--- config.mk ---
export PLATFORM = sky130hd
export DESIGN_NAME = fxc_counter_top
export DESIGN_NICKNAME = d
export VERILOG_FILES = /design/src/rtl/fxc_pkg.sv /design/src/rtl/fxc_ctrl_regs.sv /design/src/rtl/fxc_accum.sv /design/src/rtl/fxc_id_rom.sv /design/src/rtl/fxc_counter_top.sv
export SDC_FILE = /design/constraint.sdc
export NUM_CORES = 1
export LEC_CHECK = 0
export ABC_AREA = 1
export ABC_CLOCK_PERIOD_IN_PS = 4800
export BUFFER_PORTS_ARGS = -buffer_cell sky130_fd_sc_hd__buf_2
export CORE_UTILIZATION = 35
export DETAILED_ROUTE_END_ITERATION = 8
export GPL_TIMING_DRIVEN = 0
export PLACE_DENSITY_LB_ADDON = 0.25
export RECOVER_POWER = 25
export SETUP_SLACK_MARGIN = 0.3
export SYNTH_ARGS = -nofsm -noshare
export SYNTH_HDL_FRONTEND = slang
export SYNTH_SLANG_ARGS = --single-unit
--- constraint.sdc ---
create_clock -name clk_i -period 4.8 [get_ports clk_i]
set_input_delay 0.96 -clock clk_i [delete_from_list [all_inputs] [get_ports clk_i]]
set_output_delay 0.96 -clock clk_i [all_outputs]
set_load 0.02 [all_outputs]
--- src/rtl/fxc_pkg.sv ---
`timescale 1ns/1ps
package fxc_pkg;
  localparam int AW = 12;

  localparam logic [AW-1:0] OFF_CTRL    = 12'h000;
  localparam logic [AW-1:0] OFF_STAT    = 12'h004;
  localparam logic [AW-1:0] OFF_CNT_LO  = 12'h008;
  localparam logic [AW-1:0] OFF_CNT_HI  = 12'h00C;
  localparam logic [AW-1:0] OFF_SCALE_A = 12'h010;
  localparam logic [AW-1:0] OFF_CAPS    = 12'h01C;
  localparam logic [AW-1:0] OFF_SCALE_B = 12'h0D0;
  localparam logic [AW-1:0] OFF_SCALE_X = 12'h0D4;
  localparam logic [AW-1:0] SOFF_LO     = 12'h000;
  localparam logic [AW-1:0] SOFF_HI     = 12'h004;

  localparam logic [31:0] CAPS_WORD = 32'h0002_0001;

  typedef enum logic {WIN_CTRL = 1'b0, WIN_STAT = 1'b1} win_e;

  typedef struct packed {
    logic err_dis;
    logic irq_mask;
    logic scale_en;
    logic dbg_halt;
    logic run;
  } ctrl_t;

  localparam int CTRL_W = $bits(ctrl_t);
endpackage

--- src/rtl/fxc_ctrl_regs.sv ---
`timescale 1ns/1ps
module fxc_ctrl_regs
  import fxc_pkg::*;
#(
  parameter int DATA_W  = 32,
  parameter int SCALE_W = 32,
  parameter int FRAC_W  = 24
) (
  input  logic               clk_i,
  input  logic               rst_ni,
  input  logic               ctrl_we_i,
  input  logic               scale_we_i,
  input  logic [DATA_W-1:0]  wdata_i,
  output ctrl_t              ctrl_o,
  output logic [SCALE_W-1:0] scale_o
);
  localparam logic [SCALE_W-1:0] SCALE_ONE = SCALE_W'(1) << FRAC_W;

  always_ff @(posedge clk_i or negedge rst_ni) begin
    if (!rst_ni) begin
      ctrl_o  <= '0;
      scale_o <= SCALE_ONE;
    end else begin
      if (ctrl_we_i)  ctrl_o  <= ctrl_t'(wdata_i[CTRL_W-1:0]);
      if (scale_we_i) scale_o <= wdata_i[SCALE_W-1:0];
    end
  end

  AST_CTRL_HOLD: assert property (@(posedge clk_i) disable iff (!rst_ni)
    !ctrl_we_i |=> $stable(ctrl_o));
  AST_SCALE_HOLD: assert property (@(posedge clk_i) disable iff (!rst_ni)
    !scale_we_i |=> $stable(scale_o));
endmodule

--- src/rtl/fxc_accum.sv ---
`timescale 1ns/1ps
module fxc_accum #(
  parameter int INT_W   = 64,
  parameter int FRAC_W  = 24,
  parameter int SCALE_W = 32
) (
  input  logic               clk_i,
  input  logic               rst_ni,
  input  logic               run_i,
  input  logic               scale_en_i,
  input  logic [SCALE_W-1:0] scale_i,
  input  logic               load_lo_i,
  input  logic               load_hi_i,
  input  logic [INT_W/2-1:0] load_data_i,
  output logic [INT_W-1:0]   count_o
);
  localparam int ACC_W  = INT_W + FRAC_W;
  localparam int HALF_W = INT_W / 2;

  logic [ACC_W-1:0] acc_q, step;
  logic [INT_W-1:0] load_val;
  logic             load;

  assign count_o = acc_q[ACC_W-1:FRAC_W];
  assign load    = load_lo_i | load_hi_i;

  always_comb begin
    step = scale_en_i ? ACC_W'(scale_i) : (ACC_W'(1) << FRAC_W);
    load_val = count_o;
    if (load_lo_i) load_val[HALF_W-1:0]     = load_data_i;
    if (load_hi_i) load_val[INT_W-1:HALF_W] = load_data_i;
  end

  always_ff @(posedge clk_i or negedge rst_ni) begin
    if (!rst_ni)    acc_q <= '0;
    else if (load)  acc_q <= {load_val, {FRAC_W{1'b0}}};
    else if (run_i) acc_q <= acc_q + step;
  end

  AST_PLAIN_STEP: assert property (@(posedge clk_i) disable iff (!rst_ni)
    run_i && !scale_en_i && !load |=> count_o == $past(count_o) + 1'b1);
  AST_SCALED_STEP: assert property (@(posedge clk_i) disable iff (!rst_ni)
    run_i && scale_en_i && !load |=> acc_q == $past(acc_q) + ACC_W'($past(scale_i)));
  AST_HOLD_OFF: assert property (@(posedge clk_i) disable iff (!rst_ni)
    !run_i && !load |=> $stable(acc_q));
  AST_LOAD_FRAC_CLR: assert property (@(posedge clk_i) disable iff (!rst_ni)
    load |=> acc_q[FRAC_W-1:0] == '0);
  AST_LOAD_KEEP_HI: assert property (@(posedge clk_i) disable iff (!rst_ni)
    load_lo_i && !load_hi_i |=> count_o[INT_W-1:HALF_W] == $past(count_o[INT_W-1:HALF_W]));
endmodule

--- src/rtl/fxc_id_rom.sv ---
`timescale 1ns/1ps
module fxc_id_rom (
  input  logic       stat_win_i,
  input  logic [3:0] idx_i,
  output logic [7:0] byte_o
);
  always_comb begin
    unique case (idx_i)
      4'd0:    byte_o = 8'h04;
      4'd4:    byte_o = stat_win_i ? 8'hBB : 8'hBA;
      4'd5:    byte_o = 8'hB0;
      4'd6:    byte_o = 8'h0B;
      4'd8:    byte_o = 8'h0D;
      4'd9:    byte_o = 8'hF0;
      4'd10:   byte_o = 8'h05;
      4'd11:   byte_o = 8'hB1;
      default: byte_o = 8'h00;
    endcase
  end
endmodule

--- src/rtl/fxc_counter_top.sv ---
`timescale 1ns/1ps
module fxc_counter_top
  import fxc_pkg::*;
#(
  parameter int INT_W   = 64,
  parameter int FRAC_W  = 24,
  parameter int SCALE_W = 32,
  parameter int DATA_W  = 32
) (
  input  logic              clk_i,
  input  logic              rst_ni,
  input  logic              req_i,
  input  logic              we_i,
  input  logic              win_i,
  input  logic [AW-1:0]     addr_i,
  input  logic [DATA_W-1:0] wdata_i,
  output logic [DATA_W-1:0] rdata_o,
  output logic [INT_W-1:0]  count_o
);
  localparam int HALF_W = INT_W / 2;

  ctrl_t              ctrl;
  logic [SCALE_W-1:0] scale;
  logic               aligned, in_id, ctrl_wr;
  logic               ctrl_we, scale_we, load_lo, load_hi;
  logic [3:0]         id_idx;
  logic [7:0]         id_byte;
  logic [DATA_W-1:0]  rd_val;

  assign aligned = addr_i[1:0] == 2'b00;
  assign in_id   = addr_i[AW-1:6] == '1 && addr_i[5:2] >= 4'd4;
  assign id_idx  = addr_i[5:2] - 4'd4;
  assign ctrl_wr = req_i && we_i && aligned && win_e'(win_i) == WIN_CTRL;

  assign ctrl_we  = ctrl_wr && addr_i == OFF_CTRL;
  assign scale_we = ctrl_wr && (addr_i == OFF_SCALE_A || addr_i == OFF_SCALE_B);
  assign load_lo  = ctrl_wr && addr_i == OFF_CNT_LO;
  assign load_hi  = ctrl_wr && addr_i == OFF_CNT_HI;

  fxc_ctrl_regs #(.DATA_W(DATA_W), .SCALE_W(SCALE_W), .FRAC_W(FRAC_W)) u_regs (
    .clk_i, .rst_ni,
    .ctrl_we_i (ctrl_we),
    .scale_we_i(scale_we),
    .wdata_i,
    .ctrl_o    (ctrl),
    .scale_o   (scale)
  );

  fxc_accum #(.INT_W(INT_W), .FRAC_W(FRAC_W), .SCALE_W(SCALE_W)) u_acc (
    .clk_i, .rst_ni,
    .run_i      (ctrl.run),
    .scale_en_i (ctrl.scale_en),
    .scale_i    (scale),
    .load_lo_i  (load_lo),
    .load_hi_i  (load_hi),
    .load_data_i(wdata_i[HALF_W-1:0]),
    .count_o
  );

  fxc_id_rom u_id (
    .stat_win_i(win_i),
    .idx_i     (id_idx),
    .byte_o    (id_byte)
  );

  always_comb begin
    rd_val = '0;
    if (!aligned) begin
      rd_val = '0;
    end else if (in_id) begin
      rd_val = DATA_W'(id_byte);
    end else if (win_e'(win_i) == WIN_STAT) begin
      unique case (addr_i)
        SOFF_LO: rd_val = count_o[HALF_W-1:0];
        SOFF_HI: rd_val = count_o[INT_W-1:HALF_W];
        default: rd_val = '0;
      endcase
    end else begin
      unique case (addr_i)
        OFF_CTRL:                 rd_val = DATA_W'(ctrl);
        OFF_CNT_LO:               rd_val = count_o[HALF_W-1:0];
        OFF_CNT_HI:               rd_val = count_o[INT_W-1:HALF_W];
        OFF_SCALE_A, OFF_SCALE_B: rd_val = DATA_W'(scale);
        OFF_CAPS:                 rd_val = CAPS_WORD;
        default:                  rd_val = '0; // status, second scale, holes
      endcase
    end
  end

  always_ff @(posedge clk_i or negedge rst_ni) begin
    if (!rst_ni)            rdata_o <= '0;
    else if (req_i && !we_i) rdata_o <= rd_val;
    else                    rdata_o <= '0;
  end

  AST_RDATA_IDLE: assert property (@(posedge clk_i) disable iff (!rst_ni)
    !(req_i && !we_i) |=> rdata_o == '0);
  AST_STAT_WR_IGNORED: assert property (@(posedge clk_i) disable iff (!rst_ni)
    req_i && we_i && win_i && !ctrl.run |=> $stable(count_o));
  AST_MISALIGNED_RD_ZERO: assert property (@(posedge clk_i) disable iff (!rst_ni)
    req_i && !we_i && addr_i[1:0] != 2'b00 |=> rdata_o == '0);
endmodule

Word level (Yosys, flattened, before mapping)
Index checks and enable logic that the tools add are counted.
{"block": "word_totals", "register_bits": 157, "output_inout_bits": 96}
{"block": "op_classes", "n_addsub": 2, "magnitude_cmp": 1, "eq_ne": 16, "mux": 13, "bitwise_logic": 2, "n_reduce_logical": 18}
{"operator": "$mux 32", "count": 7}
{"operator": "$mux 88", "count": 2}
{"operator": "$pmux 32 s5", "count": 1}
{"operator": "$add 88x88->88", "count": 1}
{"operator": "$pmux 32 s2", "count": 1}
{"operator": "$pmux 8 s8", "count": 1}
{"operator": "$eq 12x4->1 const B", "count": 2}
{"operator": "$eq 12x5->1 const B", "count": 2}
{"operator": "$eq 4x4->1 const B", "count": 4}
{"operator": "$eq 12x3->1 const B", "count": 1}
{"operator": "$eq 12x8->1 const B", "count": 1}
{"operator": "$eq 4x3->1 const B", "count": 3}
{"operator": "$logic_not 12->1", "count": 1}
{"operator": "$logic_and 1x1->1", "count": 9}
{"operator": "$eq 6x6->1 const B", "count": 1}
{"operator": "$ge 4x3->1 const B", "count": 1}
{"operator": "$logic_not 4->1", "count": 1}
{"operator": "$ne 2x1->1 const B", "count": 2}
{"operator": "$reduce_and 2->1", "count": 2}
{"operator": "$sub 4x3->4 const B", "count": 1}
{"operator": "$logic_not 2->1", "count": 1}
{"operator": "$reduce_bool 2->1", "count": 1}
{"operator": "$reduce_or 2->1", "count": 1}
{"operator": "$logic_not 1->1", "count": 1}
{"operator": "4 further kinds", "count": 4}

Longest topological paths before layout
{"block": "depth", "depth_word": 7, "ltp_mapped": 20, "mapped_depth_nobuf": 18}

By module
From an unflattened synthesis, not the netlist that was laid out.
{"block": "hier_totals", "hier_cells": 2367, "area_unflattened_um2": 14228.6}
{"module": "fxc_accum", "n_inst": 1, "cells_each": 1745, "area_per_inst_um2": 9858.2, "seq_area_each_um2": 2202.1}
{"module": "fxc_counter_top", "n_inst": 1, "cells_each": 443, "area_per_inst_um2": 2777.7, "seq_area_each_um2": 800.8}
{"module": "fxc_ctrl_regs", "n_inst": 1, "cells_each": 157, "area_per_inst_um2": 1478.9, "seq_area_each_um2": 927.1}
{"module": "fxc_id_rom", "n_inst": 1, "cells_each": 22, "area_per_inst_um2": 113.9, "seq_area_each_um2": 0.0}

Worst setup path after synthesis
Ideal clock, no wire load.
{"block": "synth_path", "kind": "register to register", "startpoint": "reg u_regs.ctrl_o[2] (netlist bit)", "endpoint": "reg u_acc.acc_q[76]", "setup_ns": 0.073, "arrival_time_ns": 2.522, "required_ns": 4.727, "path_slack_ns": 2.205, "stages_incl_launch_ff": 21, "path_buffers": 2, "path_cell_list": "dfrtp_1 clkbuf_1 clkbuf_1 nand2_1 inv_1 ha_1 inv_1 fa_1 inv_1 nand2_1 nand2_1 nand3_1 nand2_1 nand2_1 nand2_1 nand2_1 nand3_1 nand2_1 nand2_1 nand3_1 a21oi_2"}
{"block": "synth_via", "elab_chain_len": 4}
{"item": "start: declaration", "line": "fxc_ctrl_regs.sv:14", "text": "output ctrl_t ctrl_o,"}
{"item": "start signal: assignment", "line": "fxc_ctrl_regs.sv:24", "text": "if (ctrl_we_i) ctrl_o <= ctrl_t'(wdata_i[CTRL_W-1:0]);"}
{"item": "$mux 32", "line": "fxc_accum.sv:28", "text": "step = scale_en_i ? ACC_W'(scale_i) : (ACC_W'(1) << FRAC_W);"}
{"item": "$add 88x88->88", "line": "fxc_accum.sv:37", "text": "else if (run_i) acc_q <= acc_q + step;"}
{"item": "$mux 88", "line": "fxc_accum.sv:37"}
{"item": "$mux 88", "line": "fxc_accum.sv:36", "text": "else if (load) acc_q <= {load_val, {FRAC_W{1'b0}}};"}
{"item": "end signal: assignment", "line": "fxc_accum.sv:36"}
{"item": "end signal: assignment", "line": "fxc_accum.sv:37"}
{"item": "end: declaration", "line": "fxc_accum.sv:20", "text": "logic [ACC_W-1:0] acc_q, step;"}
No other way between the ends. The select of a mux whose other input is x is not followed.
A chain may end at the register's enable or synchronous reset.

Worst setup path after layout
{"block": "layout_path", "startpoint": "reg u_regs.ctrl_o[2] (netlist bit)", "endpoint": "reg u_acc.acc_q[87]"}
The elaborated chain is that of the path after synthesis.

==> reports/metrics.cfg <==
[synthesis]
syn-instance-count = 2241
synthArstFlopShare_pct = 100
synth_largest_type_area_fraction_pct = 28.0
yosys_top_cell_by_area = sky130_fd_sc_hd__dfrtp_1
postSynthRegisterBits = 157
synth_ff_type = sky130_fd_sc_hd__dfrtp_1
synth_cell_types = 50
synth_edf_count = 0
mappedNetlistArea_um2 = 13900
synth.yosys.warnings = 0
yosysSeqAreaShare_pct = 28.2
synth.area.top_cells = sky130_fd_sc_hd__dfrtp_1 (28%), sky130_fd_sc_hd__nand2_1 (19%), sky130_fd_sc_hd__inv_1 (9.5%), sky130_fd_sc_hd__nand3_1 (6.3%), sky130_fd_sc_hd__nor2_1 (6.0%)
avgSynthCellArea_um2 = 6.22
synth_nets = 2323

[placement]
dp_hpwl_mm = 53.3
globalplace.congestion = 1.03
port_buffers = 144

[sta]
unrepaired_setup_endpoints_after_global_routing = no
final.period_utilization_pct = 81.8
timing.final.crit_period_ns = 3.93
slew_headroom_pct = -109
transition_at_the_pin_with_the_smallest_max_transition_slack_ns = 3.13
layout_skew_ns = 0.0180
fin_setup_tns_ns = 0
report.final.slew_viol_count = 62
timing_hold_violations_final = 0
maxClockFrequency_mhz = 255
report.final.setup_viol = 0

[grt]
groute.usage.overall_pct = 32.1
grt_first_pass_wirelength_mm = 94.3
grt_pass1_vias = 14200
grt_antenna_before_repair = 0
grt_start_max_net_pins = 97
grt.overflow.total = 0

[cts]
clockRootBuffer = sky130_fd_sc_hd__clkbuf_16
cts-root-to-sink-buffers = 2
postCtsHoldBufs = 0
clkSlewWorstSetupHoldPaths_ns = 0.07
postCtsSetupRepairBufs = 0
cts_resized = 0
cts_made_buffers = 17
cts-htree-levels = 4
num_clock_sinks = 157
clk_latency_ns = 0.48
tritoncts = yes

[floorplanning]
fp.dieArea_um2 = 40600
placementRows = 72
die_h_um = 202
core_um2 = 39000
i_o_pin_total = 145
die_span_x_um = 202
start_util_pct = 35.8

[outcome]
violations = max-capacitance violations, max-slew violations
run_status = finished, violations left

[final_layout]
drive_above_1_share_pct = 16.4
mostFrequentLayoutCell = sky130_fd_sc_hd__nand2_1
multi_input_comb_area_um2 = 7770
syn_to_layout_area_delta_pct = 14.5
nFillCells = 4270
design.final.nets = 2487
ff_latch_area_um2 = 3930
antennaDiodeCount = 0
highest_count_cells_in_the_layout_ignoring_fill_and_taps = sky130_fd_sc_hd__nand2_1 (701), sky130_fd_sc_hd__inv_1 (353), sky130_fd_sc_hd__nor2_1 (224)

[power_and_ir_drop]
power.density_cell_area_nw_per_um2 = 189
switchingPower_uw = 785
p_int_mw = 2.24
total_power_mw = 3.03
share_comb_of_total_power_pct = 6.7
clock_power_share_pct = 49.0
p_leak_nw = 8.30
seq_power_share_pct = 44.3
vdd_drop_max_uv = 258
power_switching_share_pct = 26.0

[detailed_routing]
routed_wire_length_per_instance_um = 22.1
drt-vias-per-instance = 5.25
route.vias.total = 15400
route.met3.wl_mm = 5.66
drc = 0
finalWirelength_mm = 64.8
route.layer.met1.wl_mm = 28.8
initialDrtViolationCount = 1605
detailroute.wirelength.met2_mm = 27.7
first_pass_detailed_route_iteration_total = 6
drtAntennaViolNets = 0
topRoutingLayerUsed = met4

[setup_path]
crit_path_top_delay_cell = sky130_fd_sc_hd__clkbuf_1
cp-start-kind = register
worstSetupStartpoint = u_regs.ctrl_o[2]$_DFFE_PN0P_
critPathCapture = u_acc.acc_q[87]$_DFFE_PN0P_
critical-path-max-stage-delay_ns = 0.51
crit_chain = clkbuf_1 > clkbuf_1 > nand2_1 > ha_1 > nand2_1 > nor2_1 > nand2_1 > nor2_1 > nand2_1 > nor2b_1 > nand2_1 > nand2_1 > nand2_1 > nand2_1 > nand2_1 > a21oi_2
setup.worst_path.class = reg2reg
r2r_end = u_acc.acc_q[87]$_DFFE_PN0P_
element_type_at_the_critical_path_end = register
crit_path_max_fanout = 10
worst-r2r-setup-slack_ns = 0.87
worst_r2r_startpoint = u_regs.ctrl_o[2]$_DFFE_PN0P_
critPathRequiredTime_ns = 5.21
critical_path_arrival_ns = 4.33
critPathMostFrequentCell = sky130_fd_sc_hd__nand2_1
r2r_cells = 16

[hold_path]
min_path_type = reg2reg
hold-path-cell-count = 2

[flow_run]
timing.max_cap.violations = 1

[state kept, by name, indices dropped and copies added (netlist names)]
name / count
u_regs.ctrl_o: 5
rdata_o: 32
u_acc.acc_q: 88
u_regs.scale_o: 32
[power groups by stage]
stage	Clock, mW	Sequential (mW)	Combinational [mW]
6_report	1.48	1.34	0.203
5_1_grt	1.55	1.34	0.224
3_5_place_dp	0	1.36	0.202
3_3_place_gp	0	1.36	0.197
4_1_cts	1.51	1.34	0.202
2_1_floorplan	0	1.36	0.0956
[synth_stat cells (19+ instances only)]
master	n
sky130_fd_sc_hd__buf_2	26
sky130_fd_sc_hd__a221oi_1	24
sky130_fd_sc_hd__a21oi_1	40
sky130_fd_sc_hd__nand3_1	176
sky130_fd_sc_hd__buf_4	67
sky130_fd_sc_hd__nor3_1	53
sky130_fd_sc_hd__o221ai_1	25
sky130_fd_sc_hd__nor2_1	224
sky130_fd_sc_hd__dfrtp_1	156
sky130_fd_sc_hd__a21oi_2	52
sky130_fd_sc_hd__nand2_1	701
sky130_fd_sc_hd__xnor2_1	22
sky130_fd_sc_hd__o21ai_0	105
sky130_fd_sc_hd__nor2_2	19
sky130_fd_sc_hd__inv_1	353
sky130_fd_sc_hd__nand4_1	19
sky130_fd_sc_hd__clkbuf_1	33
sky130_fd_sc_hd__ha_1	32
[cells by family after synthesis]
group,share of synthesized area (%)
buffers and inverters,16.1
muxes,0.0807
DFF,28.2
and+or+nand+nor,37.5
xor gates and xnor gates,1.70
AOI/OAI and AO/OA,13.4
adders and majority gates,3.01
[worst max-delay path: cells and delay by family (launching register included)]
kind            cells  cell delay, ns
flops               1            0.32
fa+ha+maj           1            0.48
simple gates       12            1.87
buf+inv             2            1.01
compound gates      1            0.15
[per-layer routing]
metal / track usage [%] / up-vias
met2: 48.2 / 766
met4: 13.7 / 0
met3: 6.41 / 104
met5: 0 / -
met1: 44.4 / 7196
li1: - / 7361
[worst min path at each step]
stage	startpoint	end
4_1_cts	rst_ni	u_acc.acc_q[5]$_DFFE_PN0P_
5_1_grt	u_regs.ctrl_o[1]$_DFFE_PN0P_	u_regs.ctrl_o[1]$_DFFE_PN0P_
6_report	u_regs.ctrl_o[0]$_DFFE_PN0P_	u_regs.ctrl_o[0]$_DFFE_PN0P_
3_3_place_gp	u_regs.ctrl_o[4]$_DFFE_PN0P_	u_regs.ctrl_o[4]$_DFFE_PN0P_
2_1_floorplan	u_regs.ctrl_o[1]$_DFFE_PN0P_	u_regs.ctrl_o[1]$_DFFE_PN0P_
3_5_place_dp	u_regs.ctrl_o[0]$_DFFE_PN0P_	u_regs.ctrl_o[0]$_DFFE_PN0P_
[stage by stage]
stage | util, % | hold slack (ns) | cells | setup WS, ns | cell area [um^2]
2_1_floorplan | - | 0.453 | 2241 | 2.21 | 13900
3_3_place_gp | 39.3 | 0.475 | 2903 | 0.106 | 15300
3_5_place_dp | 39.4 | 0.488 | 2904 | 0.999 | 15400
4_1_cts | 40.9 | 0.415 | 2936 | 0.942 | 16000
5_1_grt | 40.9 | 0.538 | 2936 | 0.511 | 16000
6_report | 40.9 | 0.503 | 2936 | 0.874 | 16000
[area by class of cell]
cell class                 instances  share of cell area, %
buffer                           134                   5.38
clock buffer                      20                   2.86
clock inverter                    12                   1.01
inverter                         369                   8.71
multi-input combinational       1581                   48.7
sequential                       157                   24.6
tap                              518                   4.06
timing repair buffer             145                   4.72
Note: power is estimated with default switching activity, not from simulation.
